===== config.mk =====
export PLATFORM = sky130hd
export DESIGN_NAME = ones_density_guard
export DESIGN_NICKNAME = d
export VERILOG_FILES = /design/src/rtl/odm_pkg.sv /design/src/rtl/odm_zero_run.sv /design/src/rtl/odm_window.sv /design/src/rtl/ones_density_guard.sv
export SDC_FILE = /design/constraint.sdc
export NUM_CORES = 1
export LEC_CHECK = 0
export BUFFER_PORTS_ARGS = -buffer_cell sky130_fd_sc_hd__buf_4
export CAP_MARGIN = 20
export CORE_UTILIZATION = 70
export DETAILED_ROUTE_END_ITERATION = 10
export PLACE_DENSITY_LB_ADDON = 0.05
export SLEW_MARGIN = 25
export SYNTH_ARGS = -nofsm -noshare
export SYNTH_HDL_FRONTEND = slang
export SYNTH_HIERARCHICAL = 1
export SYNTH_SLANG_ARGS = --single-unit

===== constraint.sdc =====
create_clock -name clk -period 12.2 [get_ports clk]
set_clock_uncertainty 0.05 [all_clocks]
set_input_delay 1.22 -clock clk [delete_from_list [all_inputs] [get_ports clk]]
set_output_delay 1.22 -clock clk [all_outputs]
set_load 0.01 [all_outputs]

===== src/rtl/odm_pkg.sv =====
package odm_pkg;
    // Default geometry of the density rules
    localparam int unsigned ODM_UNIT    = 8;   // window grows in steps of this many bits
    localparam int unsigned ODM_NMAX    = 23;  // largest N checked
    localparam int unsigned ODM_RUN_MAX = 15;  // longest legal zero run

    typedef struct packed {
        logic dout;
        logic zero_flag;
        logic dens_flag;
    } odm_out_t;
endpackage


===== src/rtl/odm_zero_run.sv =====
// Counts consecutive zeros of the outgoing stream (saturating).
module odm_zero_run #(
    parameter int unsigned RUN_MAX = 15
) (
    input  logic clk,
    input  logic rst_n,
    input  logic adv_i,
    input  logic bit_i,
    output logic at_edge_o   // one more zero would exceed RUN_MAX
);
    localparam int unsigned ZW = $clog2(RUN_MAX + 2);
    localparam logic [ZW-1:0] SAT = ZW'(RUN_MAX + 1);
    localparam logic [ZW-1:0] LIM = ZW'(RUN_MAX);

    logic [ZW-1:0] run_d, run_q;

    always_comb begin
        run_d = run_q;
        if (adv_i) begin
            if (bit_i)           run_d = '0;
            else if (run_q != SAT) run_d = run_q + ZW'(1);
        end
    end

    always_ff @(posedge clk or negedge rst_n) begin
        if (!rst_n) run_q <= '0;
        else        run_q <= run_d;
    end

    assign at_edge_o = (run_q >= LIM);
endmodule


===== src/rtl/odm_window.sv =====
// History of the outgoing stream plus one running ones count per window length.
module odm_window #(
    parameter int unsigned UNIT = 8,
    parameter int unsigned NMAX = 23
) (
    input  logic            clk,
    input  logic            rst_n,
    input  logic            adv_i,
    input  logic            bit_i,
    output logic [NMAX-1:0] zero_short_o,  // a zero now leaves window n short
    output logic [NMAX-1:0] short_o        // bit_i now leaves window n short
);
    localparam int unsigned HIST = UNIT * (NMAX + 1);
    localparam int unsigned CW   = $clog2(HIST + 1);

    typedef struct packed {
        logic [HIST-1:0]          hist;
        logic [NMAX-1:0][CW-1:0]  cnt;
    } win_st_t;

    win_st_t st_d, st_q;
    logic [CW-1:0] rem_w [NMAX];

    function automatic win_st_t init_st();
        win_st_t s;
        s.hist = '1;
        for (int i = 0; i < int'(NMAX); i++) s.cnt[i] = CW'(UNIT * (i + 2));
        return s;
    endfunction

    for (genvar n = 0; n < int'(NMAX); n++) begin : g_win
        localparam int unsigned   LEN  = UNIT * (n + 2);
        localparam logic [CW-1:0] NEED = CW'(n + 1);
        logic leave;
        assign leave           = st_q.hist[LEN-1];
        assign rem_w[n]        = st_q.cnt[n] - {{(CW-1){1'b0}}, leave};
        assign zero_short_o[n] = (rem_w[n] < NEED);
        assign short_o[n]      = ((rem_w[n] + {{(CW-1){1'b0}}, bit_i}) < NEED);
    end

    always_comb begin
        st_d = st_q;
        if (adv_i) begin
            st_d.hist = {st_q.hist[HIST-2:0], bit_i};
            for (int i = 0; i < int'(NMAX); i++)
                st_d.cnt[i] = rem_w[i] + {{(CW-1){1'b0}}, bit_i};
        end
    end

    always_ff @(posedge clk or negedge rst_n) begin
        if (!rst_n) st_q <= init_st();
        else        st_q <= st_d;
    end
endmodule


===== src/rtl/ones_density_guard.sv =====
module ones_density_guard
    import odm_pkg::*;
#(
    parameter int unsigned UNIT    = ODM_UNIT,
    parameter int unsigned NMAX    = ODM_NMAX,
    parameter int unsigned RUN_MAX = ODM_RUN_MAX
) (
    input  logic clk,
    input  logic rst_n,
    input  logic bit_en,
    input  logic din,
    input  logic enf_en,
    input  logic viol_clr,
    output logic dout,
    output logic zero_flag,
    output logic dens_flag
);
    odm_out_t out_d, out_q;

    logic            run_edge;
    logic [NMAX-1:0] zero_short;
    logic [NMAX-1:0] short_now;
    logic            force_one;
    logic            obit;
    logic            run_bad;
    logic            dens_bad;

    // Decision uses only registered state, so no combinational loop.
    assign force_one = enf_en & ~din & (run_edge | (|zero_short));
    assign obit      = din | force_one;
    assign run_bad   = bit_en & ~obit & run_edge;
    assign dens_bad  = bit_en & (|short_now);

    odm_zero_run #(.RUN_MAX(RUN_MAX)) u_run (
        .clk       (clk),
        .rst_n     (rst_n),
        .adv_i     (bit_en),
        .bit_i     (obit),
        .at_edge_o (run_edge)
    );

    odm_window #(.UNIT(UNIT), .NMAX(NMAX)) u_win (
        .clk          (clk),
        .rst_n        (rst_n),
        .adv_i        (bit_en),
        .bit_i        (obit),
        .zero_short_o (zero_short),
        .short_o      (short_now)
    );

    always_comb begin
        out_d           = out_q;
        if (bit_en) out_d.dout = obit;
        out_d.zero_flag = (out_q.zero_flag & ~viol_clr) | run_bad;
        out_d.dens_flag = (out_q.dens_flag & ~viol_clr) | dens_bad;
    end

    always_ff @(posedge clk or negedge rst_n) begin
        if (!rst_n) out_q <= '0;
        else        out_q <= out_d;
    end

    assign dout      = out_q.dout;
    assign zero_flag = out_q.zero_flag;
    assign dens_flag = out_q.dens_flag;
endmodule


==> impl_results.html, run 1 <==
<table>
<tr><th>Metric</th><th>Value</th></tr>
<tr><th colspan="2">Layout</th></tr>
<tr><td>Count of nets after finishing</td><td>2586</td></tr>
<tr><td>Filler cells</td><td>2379</td></tr>
<tr><td>Synth-to-layout area growth</td><td>6.71%</td></tr>
<tr><td>Count of inserted antenna diode cells</td><td>0</td></tr>
<tr><td>Proportion of layout cells with a drive suffix above 1</td><td>0.232</td></tr>
<tr><th colspan="2">Synth</th></tr>
<tr><td>Cell Area, Synth</td><td>24800 sq um</td></tr>
<tr><td>Simple-gate area share of the yosys netlist</td><td>0.177</td></tr>
<tr><td>Portion of synthesized cell area occupied by the leading cell type</td><td>0.260</td></tr>
<tr><td>Post-synthesis net count</td><td>2679</td></tr>
<tr><td>Fraction of the mapped netlist area in adder cells</td><td>0.0484</td></tr>
<tr><td>Cell accounting for the most synthesized area</td><td>sky130_fd_sc_hd__dfstp_2</td></tr>
<tr><td>Syn Inst Count</td><td>2577</td></tr>
<tr><td>Async set or reset register ratio after synthesis</td><td>1.00</td></tr>
<tr><td>Most common library cells after synthesis</td><td>sky130_fd_sc_hd__nand2_1 (271), sky130_fd_sc_hd__dfstp_2 (245), sky130_fd_sc_hd__xnor2_1 (243), sky130_fd_sc_hd__mux2_2 (214), sky130_fd_sc_hd__dfrtp_1 (139)</td></tr>
<tr><td>Post-synthesis sequential area ratio</td><td>0.400</td></tr>
<tr><td>Dominant cell by count in the synthesized netlist</td><td>sky130_fd_sc_hd__nand2_1</td></tr>
<tr><td>Number of flops mapped to enable cells by yosys</td><td>0</td></tr>
<tr><td>Number of warning messages in the yosys log</td><td>6</td></tr>
<tr><td>Count of different cell masters after synthesis</td><td>93</td></tr>
<tr><td>Mean area per synthesized cell</td><td>9.62 sq um</td></tr>
<tr><td>Multiplexer share of the synthesized area</td><td>0.107</td></tr>
<tr><td>Compound-Gate Fraction of Synth Area</td><td>0.0981</td></tr>
<tr><td>Cell types with the largest area share after synthesis</td><td>sky130_fd_sc_hd__dfstp_2 (26%), sky130_fd_sc_hd__dfrtp_1 (14%), sky130_fd_sc_hd__mux2_2 (9.7%)</td></tr>
<tr><td>Ys flop type</td><td>sky130_fd_sc_hd__dfstp_2</td></tr>
<tr><td>Xor and xnor fraction of the mapped netlist area</td><td>0.125</td></tr>
<tr><td>Main combinational cell family by area after synthesis</td><td>simple AND/OR/NAND/NOR gates</td></tr>
<tr><td>Number of synthesized register bits</td><td>384</td></tr>
<tr><th colspan="2">Placement</th></tr>
<tr><td>Post-detailed-placement half-perimeter wirelength</td><td>32500 um</td></tr>
<tr><td>Global placement routability congestion</td><td>0.892</td></tr>
<tr><td>Worst slack at placement</td><td>5.17 ns</td></tr>
<tr><td>Number of port buffers</td><td>8</td></tr>
<tr><th colspan="2">Worst setup path</th></tr>
<tr><td>Worst path top cell family by delay</td><td>simple AND/OR/NAND/NOR gates</td></tr>
<tr><td>Launch point of the worst reg-to-reg path</td><td>u_win/g_win[13].leave</td></tr>
<tr><td>Crit. Startpoint</td><td>u_win/g_win[13].leave</td></tr>
<tr><td>CP max stage cell</td><td>sky130_fd_sc_hd__nor4_1</td></tr>
<tr><td>Path type of the worst setup path</td><td>reg -&gt; reg</td></tr>
<tr><td>Crit path buf inv count</td><td>1</td></tr>
<tr><td>Arrival time reported for the critical path endpoint</td><td>7.59 ns</td></tr>
<tr><td>Critical path startpoint category</td><td>flip-flop</td></tr>
<tr><td>Worst path required time</td><td>12.57 ns</td></tr>
<tr><td>Crit Path Max Fanout</td><td>27</td></tr>
<tr><td>Critical path capture point type</td><td>flip-flop</td></tr>
<tr><td>Cell chain of the critical path</td><td>ha_1 &gt; ha_1 &gt; or3b_1 &gt; nand2_1 &gt; nand2_1 &gt; or4_1 &gt; a21oi_1 &gt; nor4_1 &gt; and4_1 &gt; a21oi_4 &gt; buf_4 &gt; ha_1 &gt; nor3b_1 &gt; a21boi_4 &gt; mux2i_1 &gt; a21oi_1 &gt; a221oi_1 &gt; nor4_2 &gt; nor4_1 &gt; nand4_1 &gt; a221o_1</td></tr>
<tr><td>Critical path's most frequent cell</td><td>sky130_fd_sc_hd__ha_1</td></tr>
<tr><td>Stage delay of the slowest cell on the critical path</td><td>0.72 ns</td></tr>
<tr><th colspan="2">Detailed routing</th></tr>
<tr><td>Post-route DRC violation count</td><td>0</td></tr>
<tr><td>Drt first pass iters</td><td>5</td></tr>
<tr><td>Iteration-0 DRC count of the detailed router</td><td>1229</td></tr>
<tr><td>Detail Route Antenna Nets</td><td>0</td></tr>
<tr><td>Routed via count</td><td>18.0k</td></tr>
<tr><td>Vias per inst</td><td>6.05</td></tr>
<tr><td>Routed wire length per instance</td><td>16.2 um</td></tr>
<tr><td>Detailed Route WL</td><td>48200 um</td></tr>
<tr><th colspan="2">Timing</th></tr>
<tr><td>Final Max Tran Viols</td><td>0</td></tr>
<tr><td>Setup ws final</td><td>4.99 ns</td></tr>
<tr><td>Slew at the pin with the worst max-slew slack</td><td>0.939 ns</td></tr>
<tr><td>Final TNS setup</td><td>0 ns</td></tr>
<tr><td>Worst relative slew slack</td><td>0.368</td></tr>
<tr><td>Setup violations, final</td><td>0</td></tr>
<tr><td>Portion of the clock cycle consumed by the worst path in the final layout</td><td>0.591</td></tr>
<tr><td>Worst hold-check slack</td><td>0.436 ns</td></tr>
<tr><td>Highest clock frequency the design can meet</td><td>139 MHz</td></tr>
<tr><td>Count of endpoints failing hold in the final timing report</td><td>0</td></tr>
<tr><td>Setup repair after global routing missed its margin</td><td>false</td></tr>
<tr><td>Crit path time final</td><td>7.21 ns</td></tr>
<tr><th colspan="2">GRT</th></tr>
<tr><td>Maximum number of pins on one net before global-route repair</td><td>134</td></tr>
<tr><td>Antenna violations before repair</td><td>0</td></tr>
<tr><td>Remaining global-route overflow</td><td>0</td></tr>
<tr><td>Overall global routing resource usage</td><td>0.274</td></tr>
<tr><td>Via count of the first global-routing pass</td><td>17.5k</td></tr>
<tr><td>Wire length of the first global-routing pass</td><td>82800 um</td></tr>
<tr><th colspan="2">Clock network</th></tr>
<tr><td>Cts bufs inserted</td><td>42</td></tr>
<tr><td>Clock-pin slew reported for the worst setup and hold paths after clock tree synthesis</td><td>0.06 ns</td></tr>
<tr><td>Post-CTS setup repair buffer count</td><td>0</td></tr>
<tr><td>Post_cts resized</td><td>0</td></tr>
<tr><td>Number of clock sinks seen by CTS</td><td>384</td></tr>
<tr><td>Clock tree from TritonCTS</td><td>yes</td></tr>
<tr><td>Insertion delay to the later sink of the worst-skew pair</td><td>0.56 ns</td></tr>
<tr><td>Post-CTS Hold Fix Bufs</td><td>0</td></tr>
<tr><td>CTS root buffer</td><td>sky130_fd_sc_hd__clkbuf_16</td></tr>
<tr><td>Number of H-tree levels</td><td>2</td></tr>
<tr><td>Maximum buffer depth of the clock tree</td><td>3</td></tr>
<tr><th colspan="2">Power</th></tr>
<tr><td>Worst voltage drop across the vdd grid</td><td>0.178 mV</td></tr>
<tr><td>Leakage power</td><td>10.9 nW</td></tr>
<tr><td>Total Power</td><td>5.52 mW</td></tr>
<tr><td>PwrDens</td><td>209 nW/um^2</td></tr>
<tr><th colspan="2">Min path</th></tr>
<tr><td>Beginning of the worst hold path</td><td>u_win/st_q[159]</td></tr>
<tr><td>Hold Path Class</td><td>reg -&gt; reg</td></tr>
<tr><th colspan="2">Outcome</th></tr>
<tr><td>Outcome</td><td>complete, no violations</td></tr>
<tr><th colspan="2">Floorplan</th></tr>
<tr><td>Row count</td><td>68</td></tr>
<tr><td>Placeable core region</td><td>34700 sq um</td></tr>
<tr><td>Initial core utilization</td><td>0.714</td></tr>
<tr><td>Die area</td><td>36200 sq um</td></tr>
<tr><td>Boundary Pins</td><td>9</td></tr>
<tr><td>Height of the die</td><td>190 um</td></tr>
<tr><td>Die Width</td><td>190 um</td></tr>
<tr><th colspan="2">Flow run</th></tr>
<tr><td>Reported max-cap violation count</td><td>0</td></tr>
</table>
## layout by cell type, fill, tap and decap left out, drive strengths merged, types with 29 or more instances in the layout
cell type,count
a21oi,72
dfrtp,139
nor4,39
nand2b,55
xnor2,243
xor2,112
nor2b,46
nor3b,29
nand2,272
nor3,59
o21ai,129
dfstp,245
ha,96
clkbuf,62
mux2,214
and3,29
inv,126
nor2,128
nand3,55
## power by group
group,internal (mW),switching (mW)
Sequential,1.68,0.511
Clock,0.838,0.511
Combinational,0.930,1.05
## state kept, by name, indices dropped and copies added, names as in the netlist
register and flops:
zero_flag 1, u_win/st_q 353, u_win/g_win.leave 23, dens_flag 1
u_run/run_q 5, dout 1
## worst paths after layout
kind | cells past startpoint | slack, ns | end
min in group asynchronous | 1 | 0.63 | u_win/st_q[122]
worst min-delay path | 1 | 0.44 | u_win/st_q[159]
worst max-delay path | 21 | 4.99 | dens_flag
max in group asynchronous | 4 | 9.47 | u_win/st_q[265]
worst min register to register | 1 | 0.44 | u_win/st_q[159]
worst max register to register | 21 | 4.99 | dens_flag
## per-layer routing
layer | part of all wire | global-route usage
met5 | 0 | 0
met4 | 0.024 | 0.0852
met3 | 0.039 | 0.0341
met2 | 0.48 | 0.464
met1 | 0.46 | 0.367
## per-stage QoR
step,instances,area (sq um),util
finish,2972,26500,0.762
global route,2972,26500,0.762
CTS,2970,26400,0.761
detailed placement,2893,24900,0.718
global placement,2893,24900,0.718
floorplan,2577,24800,-
## final cells by class
class / instances / area [sq um] / area share
multi-input combinational: 1910 / 13800 / 0.522
sequential: 384 / 9920 / 0.375
clock buffer: 62 / 1290 / 0.0488
timing repair buffer: 20 / 205 / 0.00776
clock inverter: 15 / 203 / 0.00766
inverter: 126 / 473 / 0.0179
tap: 455 / 569 / 0.0215
## cells by family after synthesis
group	count (synthesis)
XOR/XNOR	355
AND/OR/NAND/NOR	837
flip-flops	384
AO/OA/AOI/OAI	384
multiplexers	238
buffers and inverters	283
adder cells (fa/ha/maj)	96
## worst reg2reg max path, stage by stage (launching register included)
cell and delay, ns:
sky130_fd_sc_hd__dfstp_2 0.55, sky130_fd_sc_hd__ha_1 0.19, sky130_fd_sc_hd__ha_1 0.28, sky130_fd_sc_hd__or3b_1 0.47, sky130_fd_sc_hd__nand2_1 0.13, sky130_fd_sc_hd__nand2_1 0.11, sky130_fd_sc_hd__or4_1 0.48, sky130_fd_sc_hd__a21oi_1 0.24
sky130_fd_sc_hd__nor4_1 0.15, sky130_fd_sc_hd__and4_1 0.24, sky130_fd_sc_hd__a21oi_4 0.25, sky130_fd_sc_hd__buf_4 0.50, sky130_fd_sc_hd__ha_1 0.29, sky130_fd_sc_hd__nor3b_1 0.52, sky130_fd_sc_hd__a21boi_4 0.34, sky130_fd_sc_hd__mux2i_1 0.25
sky130_fd_sc_hd__a21oi_1 0.09, sky130_fd_sc_hd__a221oi_1 0.29, sky130_fd_sc_hd__nor4_2 0.09, sky130_fd_sc_hd__nor4_1 0.72, sky130_fd_sc_hd__nand4_1 0.44, sky130_fd_sc_hd__a221o_1 0.42
Note: power is estimated with default switching activity, not from simulation.
==> run 2: changes to the inputs <==
--- a/config.mk
+++ b/config.mk
@@ -5,9 +5,10 @@
 export SDC_FILE = /design/constraint.sdc
 export NUM_CORES = 1
 export LEC_CHECK = 0
+export ABC_AREA = 1
 export BUFFER_PORTS_ARGS = -buffer_cell sky130_fd_sc_hd__buf_4
 export CAP_MARGIN = 20
-export CORE_UTILIZATION = 70
+export CORE_UTILIZATION = 65
 export DETAILED_ROUTE_END_ITERATION = 10
 export PLACE_DENSITY_LB_ADDON = 0.05
 export SLEW_MARGIN = 25
==> constraint.sdc (replaced) <==
create_clock -name clk -period 7.05 [get_ports clk]
set_clock_uncertainty 0.05 [all_clocks]
set_input_delay 0.705 -clock clk [delete_from_list [all_inputs] [get_ports clk]]
set_output_delay 0.705 -clock clk [all_outputs]
set_load 0.01 [all_outputs]
==> run 2 against run 1 <==
Compared with the run above:
- register-to-register slack got worse by 3.2 ns
- final cell count rose by 29%
- highest routed layer unchanged
- clock power rose by 71%
- non-clock buffer count down 3
- critical path depth grew 8
- setup slack got worse by 3.2 ns
- sequential cell count is the same
- the flow now finishes with violations (DRC)
- critical path type unchanged
- global-route usage rose by 0.095 points
- core utilization down 4.6 points
- synthesized cell count increased by 31%
- area after synthesis decreased by 4.3%
==> impl_results.html, run 2 <==
<table>
<tr><th>Metric</th><th>Value</th></tr>
<tr><th colspan="2">Worst setup path</th></tr>
<tr><td>Critical path's most frequent cell</td><td>sky130_fd_sc_hd__nand2_1</td></tr>
<tr><td>Endpoint of the lowest-slack register-to-register path</td><td>dens_flag</td></tr>
<tr><td>Critical path startpoint category</td><td>flip-flop</td></tr>
<tr><td>Cells on worst reg2reg path</td><td>29</td></tr>
<tr><td>Launch point of the worst reg-to-reg path</td><td>u_win/g_win[0].leave</td></tr>
<tr><td>Arrival time reported for the critical path endpoint</td><td>5.63 ns</td></tr>
<tr><td>Crit Path Max Fanout</td><td>31</td></tr>
<tr><td>Stage delay of the slowest cell on the critical path</td><td>0.53 ns</td></tr>
<tr><td>R2R setup slack</td><td>1.81 ns</td></tr>
<tr><td>CP max stage cell</td><td>sky130_fd_sc_hd__dfstp_2</td></tr>
<tr><td>Crit. Startpoint</td><td>u_win/g_win[0].leave</td></tr>
<tr><td>Worst path required time</td><td>7.43 ns</td></tr>
<tr><td>Path type of the worst setup path</td><td>reg -&gt; reg</td></tr>
<tr><td>Critical path capture point type</td><td>flip-flop</td></tr>
<tr><th colspan="2">Timing</th></tr>
<tr><td>Final TNS setup</td><td>0 ns</td></tr>
<tr><td>Setup violations, final</td><td>0</td></tr>
<tr><td>Setup repair after global routing missed its margin</td><td>false</td></tr>
<tr><td>Slew at the pin with the worst max-slew slack</td><td>0.985 ns</td></tr>
<tr><td>Worst relative slew slack</td><td>0.343</td></tr>
<tr><td>Final Max Tran Viols</td><td>0</td></tr>
<tr><td>Portion of the clock cycle consumed by the worst path in the final layout</td><td>0.744</td></tr>
<tr><td>Highest clock frequency the design can meet</td><td>191 MHz</td></tr>
<tr><td>Count of endpoints failing hold in the final timing report</td><td>0</td></tr>
<tr><td>Crit path time final</td><td>5.24 ns</td></tr>
<tr><td>Setup ws final</td><td>1.81 ns</td></tr>
<tr><th colspan="2">Synth</th></tr>
<tr><td>Post-synthesis net count</td><td>3475</td></tr>
<tr><td>Async set or reset register ratio after synthesis</td><td>1.00</td></tr>
<tr><td>Most common library cells after synthesis</td><td>sky130_fd_sc_hd__nand2_1 (1130), sky130_fd_sc_hd__inv_1 (482), sky130_fd_sc_hd__o21ai_0 (387), sky130_fd_sc_hd__nand3_1 (259), sky130_fd_sc_hd__nor2_1 (258)</td></tr>
<tr><td>Portion of synthesized cell area occupied by the leading cell type</td><td>0.271</td></tr>
<tr><td>Cell types with the largest area share after synthesis</td><td>sky130_fd_sc_hd__dfstp_2 (27%), sky130_fd_sc_hd__nand2_1 (18%), sky130_fd_sc_hd__dfrtp_1 (15%)</td></tr>
<tr><td>Ys flop type</td><td>sky130_fd_sc_hd__dfstp_2</td></tr>
<tr><td>Mean area per synthesized cell</td><td>7.03 sq um</td></tr>
<tr><td>Syn Inst Count</td><td>3373</td></tr>
<tr><td>Cell Area, Synth</td><td>23700 sq um</td></tr>
<tr><td>Number of warning messages in the yosys log</td><td>6</td></tr>
<tr><td>Count of different cell masters after synthesis</td><td>40</td></tr>
<tr><td>Number of flops mapped to enable cells by yosys</td><td>0</td></tr>
<tr><td>Cell accounting for the most synthesized area</td><td>sky130_fd_sc_hd__dfstp_2</td></tr>
<tr><td>Dominant cell by count in the synthesized netlist</td><td>sky130_fd_sc_hd__nand2_1</td></tr>
<tr><td>Number of synthesized register bits</td><td>384</td></tr>
<tr><td>Post-synthesis sequential area ratio</td><td>0.418</td></tr>
<tr><th colspan="2">Clock network</th></tr>
<tr><td>Post-CTS setup repair buffer count</td><td>0</td></tr>
<tr><td>Number of H-tree levels</td><td>2</td></tr>
<tr><td>Post_cts resized</td><td>0</td></tr>
<tr><td>CTS root buffer</td><td>sky130_fd_sc_hd__clkbuf_16</td></tr>
<tr><td>Maximum buffer depth of the clock tree</td><td>3</td></tr>
<tr><td>Insertion delay to the later sink of the worst-skew pair</td><td>0.56 ns</td></tr>
<tr><td>Clock tree from TritonCTS</td><td>yes</td></tr>
<tr><td>Number of clock sinks seen by CTS</td><td>384</td></tr>
<tr><td>Post-CTS Hold Fix Bufs</td><td>0</td></tr>
<tr><td>Clock-pin slew reported for the worst setup and hold paths after clock tree synthesis</td><td>0.06 ns</td></tr>
<tr><td>Cts bufs inserted</td><td>42</td></tr>
<tr><th colspan="2">Layout</th></tr>
<tr><td>Count of inserted antenna diode cells</td><td>0</td></tr>
<tr><td>Leading cell types in the layout, fill and taps excluded</td><td>sky130_fd_sc_hd__nand2_1 (1130), sky130_fd_sc_hd__inv_1 (482), sky130_fd_sc_hd__o21ai_0 (387), sky130_fd_sc_hd__nand3_1 (259), sky130_fd_sc_hd__nor2_1 (258)</td></tr>
<tr><td>Proportion of layout cells with a drive suffix above 1</td><td>0.132</td></tr>
<tr><td>Most frequent standard cell in the layout excluding fill and tap cells</td><td>sky130_fd_sc_hd__nand2_1</td></tr>
<tr><td>Flip-flop count of the largest register, all copies and words added</td><td>353</td></tr>
<tr><td>Most flops, register</td><td>u_win/st_q</td></tr>
<tr><td>Number of standard cells in the final layout excluding fillers</td><td>3845</td></tr>
<tr><td>Final Instance Area</td><td>25600 sq um</td></tr>
<tr><td>Count of nets after finishing</td><td>3453</td></tr>
<tr><td>Synth-to-layout area growth</td><td>7.86%</td></tr>
<tr><th colspan="2">Floorplan</th></tr>
<tr><td>Die area</td><td>37300 sq um</td></tr>
<tr><td>Row count</td><td>69</td></tr>
<tr><td>Placeable core region</td><td>35700 sq um</td></tr>
<tr><td>Height of the die</td><td>193 um</td></tr>
<tr><td>Boundary Pins</td><td>9</td></tr>
<tr><td>Initial core utilization</td><td>0.664</td></tr>
<tr><td>Die Width</td><td>193 um</td></tr>
<tr><th colspan="2">GRT</th></tr>
<tr><td>Remaining global-route overflow</td><td>0</td></tr>
<tr><td>Via count of the first global-routing pass</td><td>19.8k</td></tr>
<tr><td>Antenna violations before repair</td><td>0</td></tr>
<tr><td>Wire length of the first global-routing pass</td><td>85800 um</td></tr>
<tr><td>Maximum number of pins on one net before global-route repair</td><td>144</td></tr>
<tr><td>Overall global routing resource usage</td><td>0.275</td></tr>
<tr><th colspan="2">Power</th></tr>
<tr><td>PwrDens</td><td>417 nW/um^2</td></tr>
<tr><td>Worst voltage drop across the vdd grid</td><td>0.268 mV</td></tr>
<tr><td>Leakage power</td><td>12.2 nW</td></tr>
<tr><th colspan="2">Detailed routing</th></tr>
<tr><td>Detailed Route WL</td><td>49000 um</td></tr>
<tr><td>Drt first pass iters</td><td>8</td></tr>
<tr><td>Post-route DRC violation count</td><td>2</td></tr>
<tr><td>Detail Route Antenna Nets</td><td>0</td></tr>
<tr><td>Routed wire length per instance</td><td>12.7 um</td></tr>
<tr><td>Iteration-0 DRC count of the detailed router</td><td>1209</td></tr>
<tr><td>Vias per inst</td><td>5.38</td></tr>
<tr><td>Routed via count</td><td>20.7k</td></tr>
<tr><th colspan="2">Min path</th></tr>
<tr><td>Hold Path Class</td><td>in -&gt; async</td></tr>
<tr><th colspan="2">Placement</th></tr>
<tr><td>Worst slack at placement</td><td>1.54 ns</td></tr>
<tr><td>Global placement routability congestion</td><td>0.860</td></tr>
<tr><td>Instance count after placement with tap cells included</td><td>3768</td></tr>
<tr><td>Number of port buffers</td><td>8</td></tr>
<tr><td>Area post-placement</td><td>24100 sq um</td></tr>
<tr><td>Post-detailed-placement half-perimeter wirelength</td><td>33800 um</td></tr>
<tr><th colspan="2">Outcome</th></tr>
<tr><td>Failing checks</td><td>DRC</td></tr>
<tr><td>Outcome</td><td>complete, but fails checks</td></tr>
<tr><th colspan="2">Flow run</th></tr>
<tr><td>Reported max-cap violation count</td><td>0</td></tr>
</table>
-- run 2: changes by cell type in the layout (fill, tap and decap cells not counted), moves of 48 or more --
cell	previous run	this run
sky130_fd_sc_hd__nor2_1	128	258
sky130_fd_sc_hd__xor2_1	112	30
sky130_fd_sc_hd__o21ai_0	117	387
sky130_fd_sc_hd__nand3_1	55	259
sky130_fd_sc_hd__nand2_1	271	1130
sky130_fd_sc_hd__nand4_1	15	63
sky130_fd_sc_hd__inv_1	124	482
sky130_fd_sc_hd__nand2b_1	55	0
sky130_fd_sc_hd__xnor2_1	243	5
sky130_fd_sc_hd__mux2_2	214	0
sky130_fd_sc_hd__a21oi_1	71	9
-- run 2: layer usage --
metal  global-route usage  share of wire  vias up
li1                     -              -    10613
met3               0.0431          0.041       74
met5                    0              0        -
met2                0.475           0.47      403
met1                0.355           0.47     9581
met4               0.0805          0.019        0
-- run 2: worst max-delay path: cells and delay by family, from the launching register on --
kind	cells	cell delay [ns]
simple gates	22	2.89
compound gates	3	0.42
flops	1	0.53
fa+ha+maj	4	1.19
-- run 2: cells by family (layout without fill, tap and decap cells) --
| group | count (synthesis) | count (layout) | share of synthesized area |
|---|---|---|---|
| buffers and inverters | 581 | 592 | 0.0940 |
| AOI/OAI and AO/OA | 444 | 444 | 0.0968 |
| xor gates and xnor gates | 40 | 40 | 0.0163 |
| adders and majority gates | 96 | 96 | 0.0506 |
| DFF | 384 | 384 | 0.418 |
| and+or+nand+nor | 1828 | 1828 | 0.324 |
-- run 2: through the flow --
stage	hold WS (ns)	utilization	power (mW)
2_1_floorplan	0.359	-	7.20
3_3_place_gp	0.402	0.674	8.10
3_5_place_dp	0.415	0.674	8.31
4_1_cts	0.0457	0.716	10.7
5_1_grt	0.0757	0.716	11.7
6_report	0.0540	0.716	10.7
-- run 2: power breakdown --
part	internal, mW	leakage, nW	switching, mW
clock	1.43	0.725	0.885
combinational	1.58	7.20	3.13
sequential	3.10	4.30	0.543
total	6.11	12.2	4.55
-- run 2: worst max path at each step --
stage                     end  depth (start not counted)  slack (ns)
finish              dens_flag                         29        1.81
global route        dens_flag                         31        1.28
CTS                 dens_flag                         31        1.51
detailed placement  dens_flag                         31        1.54
global placement    dens_flag                         31        1.59
floorplan           dens_flag                         31        3.12
-- run 2: final cells by class --
cell class | instances | area [sq um]
Clock buffer | 61 | 1260
Clock inverter | 16 | 216
Fill cell | 2921 | 10100
Inverter | 498 | 1880
Multi-Input combinational cell | 2408 | 11600
Sequential cell | 384 | 9920
Tap cell | 461 | 577
Timing Repair Buffer | 17 | 155
==> run 3: changes to the inputs <==
--- a/config.mk
+++ b/config.mk
@@ -8,7 +8,7 @@
 export ABC_AREA = 1
 export BUFFER_PORTS_ARGS = -buffer_cell sky130_fd_sc_hd__buf_4
 export CAP_MARGIN = 20
-export CORE_UTILIZATION = 65
+export CORE_UTILIZATION = 59
 export DETAILED_ROUTE_END_ITERATION = 10
 export PLACE_DENSITY_LB_ADDON = 0.05
 export SLEW_MARGIN = 25
==> constraint.sdc (replaced) <==
create_clock -name clk -period 4.3 [get_ports clk]
set_clock_uncertainty 0.05 [all_clocks]
set_input_delay 0.43 -clock clk [delete_from_list [all_inputs] [get_ports clk]]
set_output_delay 0.43 -clock clk [all_outputs]
set_load 0.01 [all_outputs]
==> run 3 against run 2 <==
Compared with the run above:
- the run now ends clean
- via count rose by 5.1%
- die area increased by 10%
- final cell count up 7.4%
- core utilization is 0.78 points higher
- clock power up 71%
- global-route usage decreased by 1.7 points
- first-iteration DRC count grew 5.0%
- largest power group unchanged
- critical path depth increased by 1
- critical endpoint unchanged
- cell area up 12%
- setup slack worse by 1.7 ns
==> impl_results.html, run 3 (synthesized netlist as in run 2, its figures left out) <==
<table>
<tr><th>Metric</th><th>Value</th></tr>
<tr><th colspan="2">GRT</th></tr>
<tr><td>Met3 Track Usage GR</td><td>0.0352</td></tr>
<tr><td>Most Crowded Layer GR</td><td>met2</td></tr>
<tr><td>Maximum number of pins on one net before global-route repair</td><td>155</td></tr>
<tr><td>Overall global routing resource usage</td><td>0.257</td></tr>
<tr><td>Wire length of the first global-routing pass</td><td>89900 um</td></tr>
<tr><td>Antenna violations before repair</td><td>0</td></tr>
<tr><td>Met2 global-route usage</td><td>0.460</td></tr>
<tr><td>GR Layer Usage met1</td><td>0.325</td></tr>
<tr><td>Remaining global-route overflow</td><td>0</td></tr>
<tr><td>Via count of the first global-routing pass</td><td>20.7k</td></tr>
<tr><th colspan="2">Worst setup path</th></tr>
<tr><td>Crit path buf inv count</td><td>3</td></tr>
<tr><td>Critical path startpoint category</td><td>flip-flop</td></tr>
<tr><td>Stage delay of the slowest cell on the critical path</td><td>0.56 ns</td></tr>
<tr><td>Crit Path Max Fanout</td><td>6</td></tr>
<tr><td>Path type of the worst setup path</td><td>reg -&gt; reg</td></tr>
<tr><td>Cells on worst reg2reg path</td><td>30</td></tr>
<tr><td>Launch point of the worst reg-to-reg path</td><td>u_win/g_win[14].leave</td></tr>
<tr><td>Endpoint of the lowest-slack register-to-register path</td><td>dens_flag</td></tr>
<tr><td>Worst path required time</td><td>4.70 ns</td></tr>
<tr><td>End point of the critical path</td><td>dens_flag</td></tr>
<tr><td>Total number of cells along the worst setup path</td><td>30</td></tr>
<tr><td>R2R setup slack</td><td>0.11 ns</td></tr>
<tr><td>Arrival time reported for the critical path endpoint</td><td>4.58 ns</td></tr>
<tr><td>Worst path top cell family by delay</td><td>simple AND/OR/NAND/NOR gates</td></tr>
<tr><td>Crit. Startpoint</td><td>u_win/g_win[14].leave</td></tr>
<tr><td>CP max stage cell</td><td>sky130_fd_sc_hd__dfstp_2</td></tr>
<tr><td>Critical path capture point type</td><td>flip-flop</td></tr>
<tr><th colspan="2">Power</th></tr>
<tr><td>Relative contribution of combinational cells to total power</td><td>0.504</td></tr>
<tr><td>PwrDens</td><td>698 nW/um^2</td></tr>
<tr><td>Part of the power in the clock network</td><td>0.197</td></tr>
<tr><td>Relative contribution of sequential cells to total power</td><td>0.299</td></tr>
<tr><td>Sw power</td><td>8.51 mW</td></tr>
<tr><td>Net switching fraction of the power</td><td>0.424</td></tr>
<tr><td>Cell Int Power</td><td>11.6 mW</td></tr>
<tr><td>Total Power</td><td>20.1 mW</td></tr>
<tr><td>Worst voltage drop across the vdd grid</td><td>0.427 mV</td></tr>
<tr><td>Leakage power</td><td>13.4 nW</td></tr>
<tr><th colspan="2">Layout</th></tr>
<tr><td>Final Instance Area</td><td>28800 sq um</td></tr>
<tr><td>Synth-to-layout area growth</td><td>21.2%</td></tr>
<tr><td>Leading cell types in the layout, fill and taps excluded</td><td>sky130_fd_sc_hd__nand2_1 (1103), sky130_fd_sc_hd__inv_1 (475), sky130_fd_sc_hd__o21ai_0 (372), sky130_fd_sc_hd__dfstp_2 (245), sky130_fd_sc_hd__nand3_1 (240)</td></tr>
<tr><td>Count of inserted antenna diode cells</td><td>0</td></tr>
<tr><td>Count of nets after finishing</td><td>3672</td></tr>
<tr><td>Flip-flop count of the largest register, all copies and words added</td><td>353</td></tr>
<tr><td>Proportion of layout cells with a drive suffix above 1</td><td>0.241</td></tr>
<tr><td>Most flops, register</td><td>u_win/st_q</td></tr>
<tr><td>Most frequent standard cell in the layout excluding fill and tap cells</td><td>sky130_fd_sc_hd__nand2_1</td></tr>
<tr><th colspan="2">Timing</th></tr>
<tr><td>Highest clock frequency the design can meet</td><td>239 MHz</td></tr>
<tr><td>Crit path time final</td><td>4.19 ns</td></tr>
<tr><td>Final Max Tran Viols</td><td>0</td></tr>
<tr><td>Slew at the pin with the worst max-slew slack</td><td>0.777 ns</td></tr>
<tr><td>Count of endpoints failing hold in the final timing report</td><td>0</td></tr>
<tr><td>Portion of the clock cycle consumed by the worst path in the final layout</td><td>0.973</td></tr>
<tr><td>Worst relative slew slack</td><td>0.482</td></tr>
<tr><td>Setup violations, final</td><td>0</td></tr>
<tr><td>Setup ws final</td><td>0.114 ns</td></tr>
<tr><th colspan="2">Placement</th></tr>
<tr><td>Global placement routability congestion</td><td>0.871</td></tr>
<tr><td>Post-detailed-placement half-perimeter wirelength</td><td>35900 um</td></tr>
<tr><td>Area post-placement</td><td>25700 sq um</td></tr>
<tr><td>Number of port buffers</td><td>8</td></tr>
<tr><td>Worst slack at placement</td><td>-0.416 ns</td></tr>
<tr><th colspan="2">Floorplan</th></tr>
<tr><td>Die Width</td><td>203 um</td></tr>
<tr><td>Height of the die</td><td>203 um</td></tr>
<tr><td>Boundary Pins</td><td>9</td></tr>
<tr><td>Placeable core region</td><td>39700 sq um</td></tr>
<tr><td>Die area</td><td>41000 sq um</td></tr>
<tr><td>Row count</td><td>73</td></tr>
<tr><td>Initial core utilization</td><td>0.597</td></tr>
<tr><th colspan="2">Clock network</th></tr>
<tr><td>Number of H-tree levels</td><td>2</td></tr>
<tr><td>CTS root buffer</td><td>sky130_fd_sc_hd__clkbuf_16</td></tr>
<tr><td>Clock tree from TritonCTS</td><td>yes</td></tr>
<tr><td>Maximum buffer depth of the clock tree</td><td>3</td></tr>
<tr><td>Insertion delay to the later sink of the worst-skew pair</td><td>0.56 ns</td></tr>
<tr><td>Clock-pin slew reported for the worst setup and hold paths after clock tree synthesis</td><td>0.06 ns</td></tr>
<tr><td>Number of clock sinks seen by CTS</td><td>384</td></tr>
<tr><td>Cts bufs inserted</td><td>44</td></tr>
<tr><th colspan="2">Detailed routing</th></tr>
<tr><td>Post-route DRC violation count</td><td>0</td></tr>
<tr><td>Drt first pass iters</td><td>6</td></tr>
<tr><td>Routed via count</td><td>21.7k</td></tr>
<tr><td>Iteration-0 DRC count of the detailed router</td><td>1269</td></tr>
<tr><td>Vias per inst</td><td>5.26</td></tr>
<tr><td>Detail Route Antenna Nets</td><td>0</td></tr>
<tr><td>Detailed Route WL</td><td>53900 um</td></tr>
<tr><td>Routed wire length per instance</td><td>13.1 um</td></tr>
<tr><th colspan="2">Flow run</th></tr>
<tr><td>Reported max-cap violation count</td><td>0</td></tr>
<tr><th colspan="2">Min path</th></tr>
<tr><td>Hold Path Class</td><td>in -&gt; reg</td></tr>
<tr><th colspan="2">Outcome</th></tr>
<tr><td>Outcome</td><td>complete, no violations</td></tr>
</table>
## run 3: cell types whose count changed in the layout (fill, tap and decap cells not counted), moves of 25 or more
cell	previous run	this run
sky130_fd_sc_hd__nand2_1	1130	1103
sky130_fd_sc_hd__ha_1	96	27
sky130_fd_sc_hd__ha_4	0	44
sky130_fd_sc_hd__nand2_2	29	55
sky130_fd_sc_hd__nor2_2	46	83
sky130_fd_sc_hd__ha_2	0	25
sky130_fd_sc_hd__buf_4	14	218
sky130_fd_sc_hd__nor2_1	258	207
## run 3: timing repair
action | 4_1_cts | 5_1_grt
pin swaps | 20 | 108
buffers inserted | 5 | 15
endpoints found under the hold margin | 29 | 0
endpoints found under the setup margin | 1 | 1
cloned | 0 | 1
resized for setup | 53 | 248
hold buffers | 1 | 0
## run 3: metal layers
layer	share of wire	wire (um)
met5	0	0
met4	0.023	1230
met3	0.035	1880
met2	0.50	26700
met1	0.45	24100
## run 3: worst min path at each step
stage	end	slack, ns	cells after the start	from
after global routing	dens_flag	0.001	2	viol_clr
after global placement	u_win/st_q[184]	0.40	2	u_win/st_q[184]
after detailed placement	u_win/st_q[170]	0.41	1	rst_n
final	dens_flag	0.04	2	viol_clr
after CTS	zero_flag	0.008	2	viol_clr
after floorplan	dens_flag	0.08	0	rst_n
## run 3: cell type report
class	instances	area, sq um
sequential	384	9920
clock buffer	59	1260
inverter	498	1880
timing repair buffer	234	1920
tap	525	657
fill	3101	11000
multi-input combinational	2408	12800
clock inverter	21	283
## run 3: stage by stage
stage                     utilization  hold WS [ns]  cells  setup TNS, ns
final                           0.724        0.0352   4129              0
after global routing            0.724       0.00120   4129         -0.130
after CTS                       0.693       0.00800   4113              0
after detailed placement        0.648         0.408   4027         -0.416
after global placement          0.648         0.402   4027         -0.322
after floorplan                     -        0.0844   3373              0
## run 3: power by group through the flow
stage               sequential (mW)  clock [mW]  combinational (mW)
global route                   6.15        4.18                11.5
CTS                            5.95        4.06                9.04
floorplan                      5.76           0                6.05
finish                         6.00        3.95                10.1
detailed placement             5.98           0                8.75
global placement               5.95           0                8.45
